File: src/rtl/autobaud_pkg.sv
package autobaud_pkg;

    typedef enum logic [2:0] {
        ST_WAIT_HIGH,
        ST_MEASURE,
        ST_TX_ACK,
        ST_WAIT_55,
        ST_DONE,
        ST_ERROR
    } ab_state_e;

    typedef enum logic [1:0] {
        RX_IDLE,
        RX_START,
        RX_DATA,
        RX_STOP
    } rx_phase_e;

    localparam logic [7:0] LOCK_BYTE  = 8'h00;
    localparam logic [7:0] REPLY_BYTE = 8'h55;
    localparam int         ZERO_RUN_BITS = 9;

endpackage

File: src/rtl/autobaud_sync.sv
module autobaud_sync #(
    parameter int STAGES = 2
) (
    input  logic clk,
    input  logic rst_n,
    input  logic din,
    output logic dout
);
    logic [STAGES-1:0] sh_d, sh_q;

    always_comb begin
        sh_d = {sh_q[STAGES-2:0], din};
    end

    always_ff @(posedge clk or negedge rst_n) begin
        if (!rst_n) sh_q <= '0;
        else        sh_q <= sh_d;
    end

    assign dout = sh_q[STAGES-1];
endmodule

File: src/rtl/autobaud_meter.sv
module autobaud_meter #(
    parameter int DIV_W     = 12,
    parameter int MIN_LOW   = 16,
    parameter int MAX_LOW   = 4000,
    parameter int TOL_SHIFT = 5
) (
    input  logic             clk,
    input  logic             rst_n,
    input  logic             enable,
    input  logic             line,
    output logic             lock,
    output logic             range_err,
    output logic [DIV_W-1:0] div_out
);
    import autobaud_pkg::*;

    localparam int CNT_W = $clog2(MAX_LOW + 1);
    localparam int SUM_W = CNT_W + 2;
    localparam int AGR_W = CNT_W + TOL_SHIFT;
    localparam logic [CNT_W-1:0] MAX_CNT = CNT_W'(MAX_LOW);
    localparam logic [CNT_W-1:0] MIN_CNT = CNT_W'(MIN_LOW);
    localparam logic [SUM_W-1:0] RND     = SUM_W'(ZERO_RUN_BITS);
    localparam logic [SUM_W-1:0] DEN     = SUM_W'(2 * ZERO_RUN_BITS);

    typedef struct packed {
        logic             line_prev;
        logic             in_run;
        logic [CNT_W-1:0] cnt;
        logic             have_ref;
        logic [CNT_W-1:0] ref_len;
    } meter_s;

    meter_s m_d, m_q;
    logic [CNT_W-1:0] diff;
    logic [AGR_W-1:0] diff_sc;
    logic [SUM_W-1:0] pair_sum;
    logic             agree;

    always_comb begin
        diff     = (m_q.cnt > m_q.ref_len) ? (m_q.cnt - m_q.ref_len) : (m_q.ref_len - m_q.cnt);
        diff_sc  = AGR_W'(diff) << TOL_SHIFT;
        agree    = diff_sc <= AGR_W'(m_q.ref_len);
        pair_sum = SUM_W'(m_q.cnt) + SUM_W'(m_q.ref_len);
        div_out  = DIV_W'((pair_sum + RND) / DEN);
    end

    always_comb begin
        m_d           = m_q;
        m_d.line_prev = line;
        lock          = 1'b0;
        range_err     = 1'b0;
        if (!enable) begin
            m_d.in_run   = 1'b0;
            m_d.cnt      = '0;
            m_d.have_ref = 1'b0;
            m_d.ref_len  = '0;
        end else if (!m_q.in_run) begin
            if (m_q.line_prev && !line) begin
                m_d.in_run = 1'b1;
                m_d.cnt    = CNT_W'(1);
            end
        end else if (!line) begin
            if (m_q.cnt == MAX_CNT) range_err = 1'b1;
            else                    m_d.cnt   = m_q.cnt + 1'b1;
        end else begin
            m_d.in_run = 1'b0;
            if (m_q.cnt < MIN_CNT) begin
                range_err = 1'b1;
            end else if (m_q.have_ref && agree) begin
                lock = 1'b1;
            end else begin
                m_d.have_ref = 1'b1;
                m_d.ref_len  = m_q.cnt;
            end
        end
    end

    always_ff @(posedge clk or negedge rst_n) begin
        if (!rst_n) m_q <= '0;
        else        m_q <= m_d;
    end
endmodule

File: src/rtl/autobaud_tx.sv
module autobaud_tx #(
    parameter int DIV_W = 12
) (
    input  logic             clk,
    input  logic             rst_n,
    input  logic             start,
    input  logic [DIV_W-1:0] divisor,
    input  logic [7:0]       data,
    output logic             txd,
    output logic             busy,
    output logic             finish
);
    typedef struct packed {
        logic             busy;
        logic [9:0]       frame;
        logic [3:0]       bit_idx;
        logic [DIV_W-1:0] cnt;
    } tx_s;

    tx_s t_d, t_q;

    always_comb begin
        t_d    = t_q;
        finish = 1'b0;
        if (!t_q.busy) begin
            if (start) begin
                t_d.busy    = 1'b1;
                t_d.frame   = {1'b1, data, 1'b0};
                t_d.bit_idx = '0;
                t_d.cnt     = divisor - 1'b1;
            end
        end else if (t_q.cnt != '0) begin
            t_d.cnt = t_q.cnt - 1'b1;
        end else if (t_q.bit_idx == 4'd9) begin
            t_d.busy = 1'b0;
            finish   = 1'b1;
        end else begin
            t_d.frame   = {1'b1, t_q.frame[9:1]};
            t_d.bit_idx = t_q.bit_idx + 1'b1;
            t_d.cnt     = divisor - 1'b1;
        end
    end

    always_ff @(posedge clk or negedge rst_n) begin
        if (!rst_n) t_q <= '{busy: 1'b0, frame: '1, bit_idx: '0, cnt: '0};
        else        t_q <= t_d;
    end

    assign txd  = t_q.busy ? t_q.frame[0] : 1'b1;
    assign busy = t_q.busy;
endmodule

File: src/rtl/autobaud_rx.sv
module autobaud_rx #(
    parameter int DIV_W = 12
) (
    input  logic             clk,
    input  logic             rst_n,
    input  logic             enable,
    input  logic             line,
    input  logic [DIV_W-1:0] divisor,
    output logic             valid,
    output logic             frame_err,
    output logic [7:0]       data
);
    import autobaud_pkg::*;

    typedef struct packed {
        rx_phase_e        phase;
        logic [DIV_W-1:0] cnt;
        logic [2:0]       bit_idx;
        logic [7:0]       shreg;
    } rx_s;

    rx_s r_d, r_q;

    always_comb begin
        r_d       = r_q;
        valid     = 1'b0;
        frame_err = 1'b0;
        if (!enable) begin
            r_d.phase = RX_IDLE;
        end else begin
            unique case (r_q.phase)
                RX_IDLE: begin
                    if (!line) begin
                        r_d.phase = RX_START;
                        r_d.cnt   = (divisor >> 1) - 1'b1;
                    end
                end
                RX_START: begin
                    if (r_q.cnt != '0) begin
                        r_d.cnt = r_q.cnt - 1'b1;
                    end else if (!line) begin
                        r_d.phase   = RX_DATA;
                        r_d.cnt     = divisor - 1'b1;
                        r_d.bit_idx = '0;
                    end else begin
                        r_d.phase = RX_IDLE;
                    end
                end
                RX_DATA: begin
                    if (r_q.cnt != '0) begin
                        r_d.cnt = r_q.cnt - 1'b1;
                    end else begin
                        r_d.shreg = {line, r_q.shreg[7:1]};
                        r_d.cnt   = divisor - 1'b1;
                        if (r_q.bit_idx == 3'd7) r_d.phase = RX_STOP;
                        else                     r_d.bit_idx = r_q.bit_idx + 1'b1;
                    end
                end
                RX_STOP: begin
                    if (r_q.cnt != '0) begin
                        r_d.cnt = r_q.cnt - 1'b1;
                    end else begin
                        valid     = line;
                        frame_err = !line;
                        r_d.phase = RX_IDLE;
                    end
                end
                default: r_d.phase = RX_IDLE;
            endcase
        end
    end

    always_ff @(posedge clk or negedge rst_n) begin
        if (!rst_n) r_q <= '{phase: RX_IDLE, cnt: '0, bit_idx: '0, shreg: '0};
        else        r_q <= r_d;
    end

    assign data = r_q.shreg;
endmodule

File: src/rtl/autobaud_ctrl.sv
module autobaud_ctrl #(
    parameter int DIV_W       = 12,
    parameter int MIN_LOW     = 16,
    parameter int MAX_LOW     = 4000,
    parameter int TOL_SHIFT   = 5,
    parameter int SYNC_STAGES = 2
) (
    input  logic             clk,
    input  logic             rst_n,
    input  logic             rxd,
    output logic             txd,
    output logic [DIV_W-1:0] divisor,
    output logic             done,
    output logic             error,
    output logic             rx_en,
    output logic             tx_en,
    output logic             rx_valid,
    output logic [7:0]       rx_data
);
    import autobaud_pkg::*;

    typedef struct packed {
        ab_state_e        state;
        logic [DIV_W-1:0] div;
    } ctrl_s;

    ctrl_s c_d, c_q;

    logic             line_s;
    logic             meas_en, m_lock, m_range_err;
    logic [DIV_W-1:0] m_div, tx_div;
    logic             tx_start, tx_busy, tx_finish;
    logic             rx_vld, rx_ferr;
    logic [7:0]       rx_byte;

    autobaud_sync #(.STAGES(SYNC_STAGES)) u_sync (
        .clk (clk), .rst_n (rst_n), .din (rxd), .dout (line_s)
    );

    autobaud_meter #(
        .DIV_W (DIV_W), .MIN_LOW (MIN_LOW), .MAX_LOW (MAX_LOW), .TOL_SHIFT (TOL_SHIFT)
    ) u_meter (
        .clk (clk), .rst_n (rst_n), .enable (meas_en), .line (line_s),
        .lock (m_lock), .range_err (m_range_err), .div_out (m_div)
    );

    autobaud_tx #(.DIV_W(DIV_W)) u_tx (
        .clk (clk), .rst_n (rst_n), .start (tx_start), .divisor (tx_div),
        .data (LOCK_BYTE), .txd (txd), .busy (tx_busy), .finish (tx_finish)
    );

    autobaud_rx #(.DIV_W(DIV_W)) u_rx (
        .clk (clk), .rst_n (rst_n), .enable (rx_en), .line (line_s),
        .divisor (c_q.div), .valid (rx_vld), .frame_err (rx_ferr), .data (rx_byte)
    );

    always_comb begin
        meas_en  = (c_q.state == ST_MEASURE);
        tx_start = meas_en && m_lock && !m_range_err;
        tx_div   = meas_en ? m_div : c_q.div;
    end

    always_comb begin
        c_d = c_q;
        unique case (c_q.state)
            ST_WAIT_HIGH: if (line_s) c_d.state = ST_MEASURE;
            ST_MEASURE: begin
                if (m_range_err) begin
                    c_d.state = ST_ERROR;
                end else if (m_lock) begin
                    c_d.div   = m_div;
                    c_d.state = ST_TX_ACK;
                end
            end
            ST_TX_ACK: if (tx_finish) c_d.state = ST_WAIT_55;
            ST_WAIT_55: begin
                if (rx_ferr) c_d.state = ST_ERROR;
                else if (rx_vld) c_d.state = (rx_byte == REPLY_BYTE) ? ST_DONE : ST_ERROR;
            end
            ST_DONE:  c_d.state = ST_DONE;
            ST_ERROR: c_d.state = ST_ERROR;
            default:  c_d.state = ST_ERROR;
        endcase
    end

    always_ff @(posedge clk or negedge rst_n) begin
        if (!rst_n) c_q <= '{state: ST_WAIT_HIGH, div: '0};
        else        c_q <= c_d;
    end

    assign divisor  = c_q.div;
    assign done     = (c_q.state == ST_DONE);
    assign error    = (c_q.state == ST_ERROR);
    assign rx_en    = (c_q.state == ST_WAIT_55);
    assign tx_en    = (c_q.state == ST_TX_ACK) && tx_busy;
    assign rx_valid = rx_vld && rx_en;
    assign rx_data  = rx_byte;
endmodule

File: config.mk
export PLATFORM = sky130hd
export DESIGN_NAME = autobaud_ctrl
export DESIGN_NICKNAME = d
export VERILOG_FILES = /design/src/rtl/autobaud_pkg.sv /design/src/rtl/autobaud_sync.sv /design/src/rtl/autobaud_meter.sv /design/src/rtl/autobaud_tx.sv /design/src/rtl/autobaud_rx.sv /design/src/rtl/autobaud_ctrl.sv
export SDC_FILE = /design/constraint.sdc
export NUM_CORES = 1
export LEC_CHECK = 0
export ABC_AREA = 0
export ABC_CLOCK_PERIOD_IN_PS = 23000
export BUFFER_PORTS_ARGS = -buffer_cell sky130_fd_sc_hd__buf_2
export CAP_MARGIN = 5
export CORE_MARGIN = 3
export CORE_UTILIZATION = 30
export CTS_CLUSTER_SIZE = 24
export DETAILED_ROUTE_END_ITERATION = 12
export PLACE_DENSITY = 0.5
export SLEW_MARGIN = 20
export SYNTH_ARGS = -nofsm -noshare
export SYNTH_HDL_FRONTEND = slang
export SYNTH_SLANG_ARGS = --single-unit
export TNS_END_PERCENT = 30
File: constraint.sdc
create_clock -name clk -period 23 [get_ports clk]
set_clock_uncertainty 0.15 [all_clocks]
set_input_delay 4.6 -clock clk [delete_from_list [all_inputs] [get_ports clk]]
set_output_delay 4.6 -clock clk [all_outputs]
set_load 0.02 [all_outputs]
# Yosys cells after proc, flatten, opt, wreduce, memory -nomap -nowiden
# Index checks and enable logic that the tools add are counted.
# totals
regBits	96
inputBits	3
# classes
bitwise	2
n_eq_ne	38
muxes	62
order_cmp	3
n_reduce_logical	24
add_sub_neg	12
div	1
# op_table
operator	n
$mux 12	8
$mux 13	6
$pmux 14 s4	1
$mux 27	2
$mux 26	2
$sub 12x1->12 const B	4
$mux 15	3
$ne 3x3->1 const B	9
$ne 2x2->1 const B	12
$reduce_bool 12->1	2
$sub 12x12->12	2
$mux 1	23
$mux 3	7
$le 17x12->1	1
$pmux 3 s5	1
$add 14x4->14 const B	1
$div 14x5->14 const B	1
$mux 14	1
$add 12x12->13	1
$add 12x1->12 const B	1
$eq 12x12->1 const B	1
$gt 12x12->1	1
$lt 12x5->1 const B	1
$mux 2	6
26 further kinds	45

# Logic depth before layout (Yosys ltp)
# depth
depth_word	13
mapped_depth	32

# By module
# A second synthesis with hierarchy kept.
# unflattened
cells_unflattened	1172
hier_area_um2	9703.1
# modules_own_cells
module	area_per_inst_um2	n_inst	cells_per_inst
autobaud_meter	4883.4	1	637
autobaud_rx	2100.8	1	242
autobaud_tx	1701.6	1	178
autobaud_ctrl	967.2	1	113
autobaud_sync	50.0	1	2

# Least setup slack after synthesis
# OpenSTA, ideal clock, no wires.
# synth_path
path_type	flip-flop to flip-flop
startpoint	register u_meter.m_q[14] in the netlist's numbering
endpoint	register u_tx.t_q[8] in the netlist's numbering
setup_slack_ns	15.592
stages_incl_launch_ff	30
arrival_ns	7.114
path_buffers	2
cell_sequence	dfrtp_1 inv_1 fa_1 o21bai_4 nand3_2 a211oi_1 a2111o_1 buf_4 nand3_4 nor4_1 or2_1 buf_2 mux2_2 a22oi_1 a221oi_1 or3b_1 or4_4 nor4b_4 nor3_1 o21a_1 o21ai_0 or4_1 o221ai_2 o41ai_4 ha_1 nand2_1 nor3_1 nand3_1 xor2_1 o221ai_1
# synth_via
elab_chain_len	13
# synth_lines
element	line_no	source
start: declaration	autobaud_meter.sv:33	meter_s m_d, m_q;
start signal: assignment	autobaud_meter.sv:80	else m_q <= m_d;
branches (longest 13 deep; another with $add 14x4->14)	--	
end signal: assignment	autobaud_tx.sv:45	if (!rst_n) t_q <= '{busy: 1'b0, frame: '1, bit_idx: '0, cnt: '0};
end signal: assignment	autobaud_tx.sv:46	else t_q <= t_d;
end: declaration	autobaud_tx.sv:20	tx_s t_d, t_q;
# Parallel ways; which one is timed is not known. The select of a mux whose other input is x is not followed.
# A chain may end at the register's enable or synchronous reset.

# Worst setup path after layout
# Same ends and word-level chain as after synthesis.

==> run_results.csv <==
group,metric,value,unit
global_routing,antenna_found_initial,0,
detailed_routing,first_iter_violations,749,
sta,hold_viol_final,0,
detailed_routing,vias_per_cell,5.61,
clocking,insertion_delay,360,ps
yosys,synth_compound_area_share,27.4,%
global_routing,grt_pass1_wl,45.3,mm
yosys,synthCells,1219,
detailed_routing,drc,0,
yosys,synthAdderAreaFrac,8.09,%
sta,rsz0062_at_grt,"false",
cells_and_area,final_util,32.8,%
worst_setup_path,reg2reg_from,"u_meter.m_q[14]$_DFFE_PN0P_",
cells_and_area,finalNetCount,1244,
worst_setup_path,crit_fanout,13,
clocking,cts_tree,"done",
sta,setup_tns,0,ps
sta,fin_crit,8990,ps
min_path,hold_end,"u_sync.sh_q[1]$_DFF_PN0_",
yosys,synth_top_area_share,22.1,%
clocking,cts_resized,0,
die,fp.dieH,184,um
power,leakage,4.32,nW
worst_setup_path,start_kind,"flop",
place,numPortBuffers,26,
sta,worst_slack,14010,ps
die,ios,29,
detailed_routing,vias,8873,
yosys,synthFlopType,"dfrtp_1",
sta,slew_headroom,30.2,%
place,dpl-instance-area,0.00981,sq mm
power,power_density,41.9,mW/mm^2
yosys,synth_xor_area_share,4.41,%
global_routing,grt_pass1_vias,8504,
place,hpwlAfterDp,20.6,mm
global_routing,grt_overflow,0,
worst_setup_path,worstSetupPathType,"reg -> reg",
sta,slew_viol_final,0,
cells_and_area,num-fill-cells,3263,
sta,fmax,111,MHz
yosys,synth_top_family_by_area,"compound AO/OA/AOI/OAI gates",
die,fp.dieArea,0.0339,sq mm
sta,worst_pin_slew,1040,ps
global_routing,grt_max_degree,52,
die,start_util,30.8,%
yosys,ys_seq_elements,94,
run_status,status,"finished clean",
global_routing,track_usage,16.2,%
cells_and_area,final_cell_mix,"nor2_1 (134), nand2_1 (111), o21ai_0 (90)",
detailed_routing,ant_nets,0,
sta,finalCritPeriodShare,39.1,%
place,gp_congestion,0.859,
cells_and_area,drive_above_1_share,9.86,%
yosys,yosys.area_share.simple,23.9,%
yosys,synth.cell_area,0.00952,sq mm
power,peakVddDrop,0.0000411,V
min_path,min_path_cells,0,
die,num_rows,64,
clocking,post_cts_buffers,0,
yosys,muxShareOfSynthArea,4.87,%
cells_and_area,areaGrowthSynthToFinish,6.50,%
worst_setup_path,r2r_cells,26,
detailed_routing,first_pass_iters,7,
worst_setup_path,ff2ff_setup_slack,14010,ps
yosys,synth_edf_count,0,
place,dp_slack,14200,ps
yosys,synth_area_leaders,"dfrtp_1 (22%), ha_1 (7.4%), nor2_1 (5.3%)",
detailed_routing,routedWlPerCell,17.3,um
yosys,synth_area_leader_cell,"dfrtp_1",
yosys,ys_types,103,
cells_and_area,stdcell_area,0.0101,sq mm
clocking,ctsHoldBuffers,0,
min_path,hp-class,"reg -> reg",
yosys,synth_area_per_cell,7.81,sq um
worst_setup_path,critPathCaptureType,"flop",
sta,finalSetupViolations,0,
cells_and_area,final_common_cell,"nor2_1",
yosys,ys_async_sr_fraction,100,%
clocking,htreeDepth,3,
min_path,hp-start,"u_sync.sh_q[0]$_DFF_PN0_",
clocking,cts.clk_slew.worst_paths,90,ps
clocking,cts_sinks,94,
cells_and_area,diodes,0,
detailed_routing,wirelength,27.4,mm
job,cap_violations,0,
yosys,ys_seq_area_share,24.8,%
die,fp.dieW,184,um
worst_setup_path,worstPathArrival,9020,ps
worst_setup_path,r2r_end,"u_tx.t_q[8]$_DFFE_PN0P_",
die,fp.coreArea,0.0309,sq mm
yosys,synth_warnings,0,
clocking,cts_buffer_depth,2,
worst_setup_path,critPathRequiredTime,23040,ps
clocking,root_buffer,"clkbuf_16",
clocking,cts_buffers,9,
==> cells in the mapped netlist (7+ instances only) <==
cell        n
a211o_1     7
a211oi_1   12
a21o_1      9
a21oi_1    88
a22oi_1     8
a31oi_1    18
and2_1      9
and3_1     19
buf_2      14
buf_4      21
clkbuf_1   47
dfrtp_1    84
dfstp_2    10
ha_1       56
inv_1      54
mux2_2     16
mux2i_1    27
nand2_1   112
nand2b_1   18
nand3_1    24
nand4_1    15
nor2_1    135
nor2b_1    18
nor3_1     44
nor4_1     11
o211ai_1   10
o21a_1     12
o21ai_0    90
o21ai_1     7
o21bai_1    9
o221ai_1    7
o22ai_1    10
o31ai_1    11
or3_1      12
xnor2_1    39
xor2_1      9
==> worst max path at each step <==
| stage | from | end | slack (ps) | cells past startpoint |
|---|---|---|---|---|
| finish | u_meter.m_q[14]$_DFFE_PN0P_ | u_tx.t_q[8]$_DFFE_PN0P_ | 14010 | 26 |
| global placement | u_meter.m_q[14]$_DFFE_PN0P_ | u_tx.t_q[8]$_DFFE_PN0P_ | 14390 | 26 |
| detailed placement | u_meter.m_q[14]$_DFFE_PN0P_ | u_tx.t_q[8]$_DFFE_PN0P_ | 14200 | 26 |
| global route | u_meter.m_q[14]$_DFFE_PN0P_ | u_tx.t_q[8]$_DFFE_PN0P_ | 13150 | 26 |
| CTS | u_meter.m_q[14]$_DFFE_PN0P_ | u_tx.t_q[8]$_DFFE_PN0P_ | 14110 | 26 |
| floorplan | u_meter.m_q[14]$_DFFE_PN0P_ | u_tx.t_q[8]$_DFFE_PN0P_ | 15590 | 29 |
==> critical path: stages (launching register included) <==
cell       delay (ps)
dfrtp_1           500
inv_1             210
fa_1              500
o21bai_4          200
a21oi_2           100
xnor2_1           280
a2111oi_1         480
nand2_1           390
nor4_1            510
or2_1             300
mux2_2            370
a22oi_1           350
a221oi_1          130
or3b_1            410
or4_4             530
mux2i_1           750
o211ai_1          390
o311a_1           230
o22ai_1           220
o221ai_2          150
o41ai_4           500
ha_1              260
nand2_1            80
nor3_1            390
nand3_1           150
xor2_1            170
o221ai_1          110
==> power breakdown <==
group | internal (mW) | switching (mW)
registers | 0.168 | 0.00517
clock network | 0.0970 | 0.0720
logic | 0.0302 | 0.0526
==> kinds of logic (layout without fill, tap and decap cells) <==
logic type | count (synthesis) | after routing
simple gates | 456 | 456
compound gates | 378 | 378
buf+inv | 138 | 105
flops | 94 | 94
fa+ha+maj | 60 | 60
xor+xnor | 48 | 48
mux | 44 | 44
other cells | 1 | 2
==> layout make-up <==
type                    instances  area (sq um)  share of cell area, %
multi-input cells             988          6560                   64.6
flip-flops and latches         94          2360                   23.3
well taps                     396           495                   4.88
clock buffers                   9           225                   2.22
inverters                      55           206                   2.04
repair buffers                 34           193                   1.90
clock inverters                 7           103                   1.01
==> registers in the layout, indices dropped and copies added (netlist names) <==
name / flops
u_meter.m_q: 27
u_tx.t_q: 26
u_rx.r_q: 17
divisor: 10
u_rx.data: 8
c_q: 3
u_sync.sh_q: 2
u_tx.busy: 1
==> stage by stage <==
| step | total power [mW] | cells | hold WS, ps |
|---|---|---|---|
| floorplan | 0.234 | 1220 | 181 |
| global placement | 0.260 | 1567 | 185 |
| detailed placement | 0.259 | 1567 | 186 |
| CTS | 0.431 | 1583 | 202 |
| global route | 0.449 | 1583 | 223 |
| finish | 0.425 | 1583 | 201 |
==> per-layer routing <==
metal,global-route usage [%],vias to the layer above,routed length (um)
met3,2.25,26,1000
met1,22.9,4289,13400
met5,0,-,0
met4,4.17,0,406
li1,-,4362,-
met2,25.9,196,12600
No activity file was read; power rests on OpenSTA's default activity.
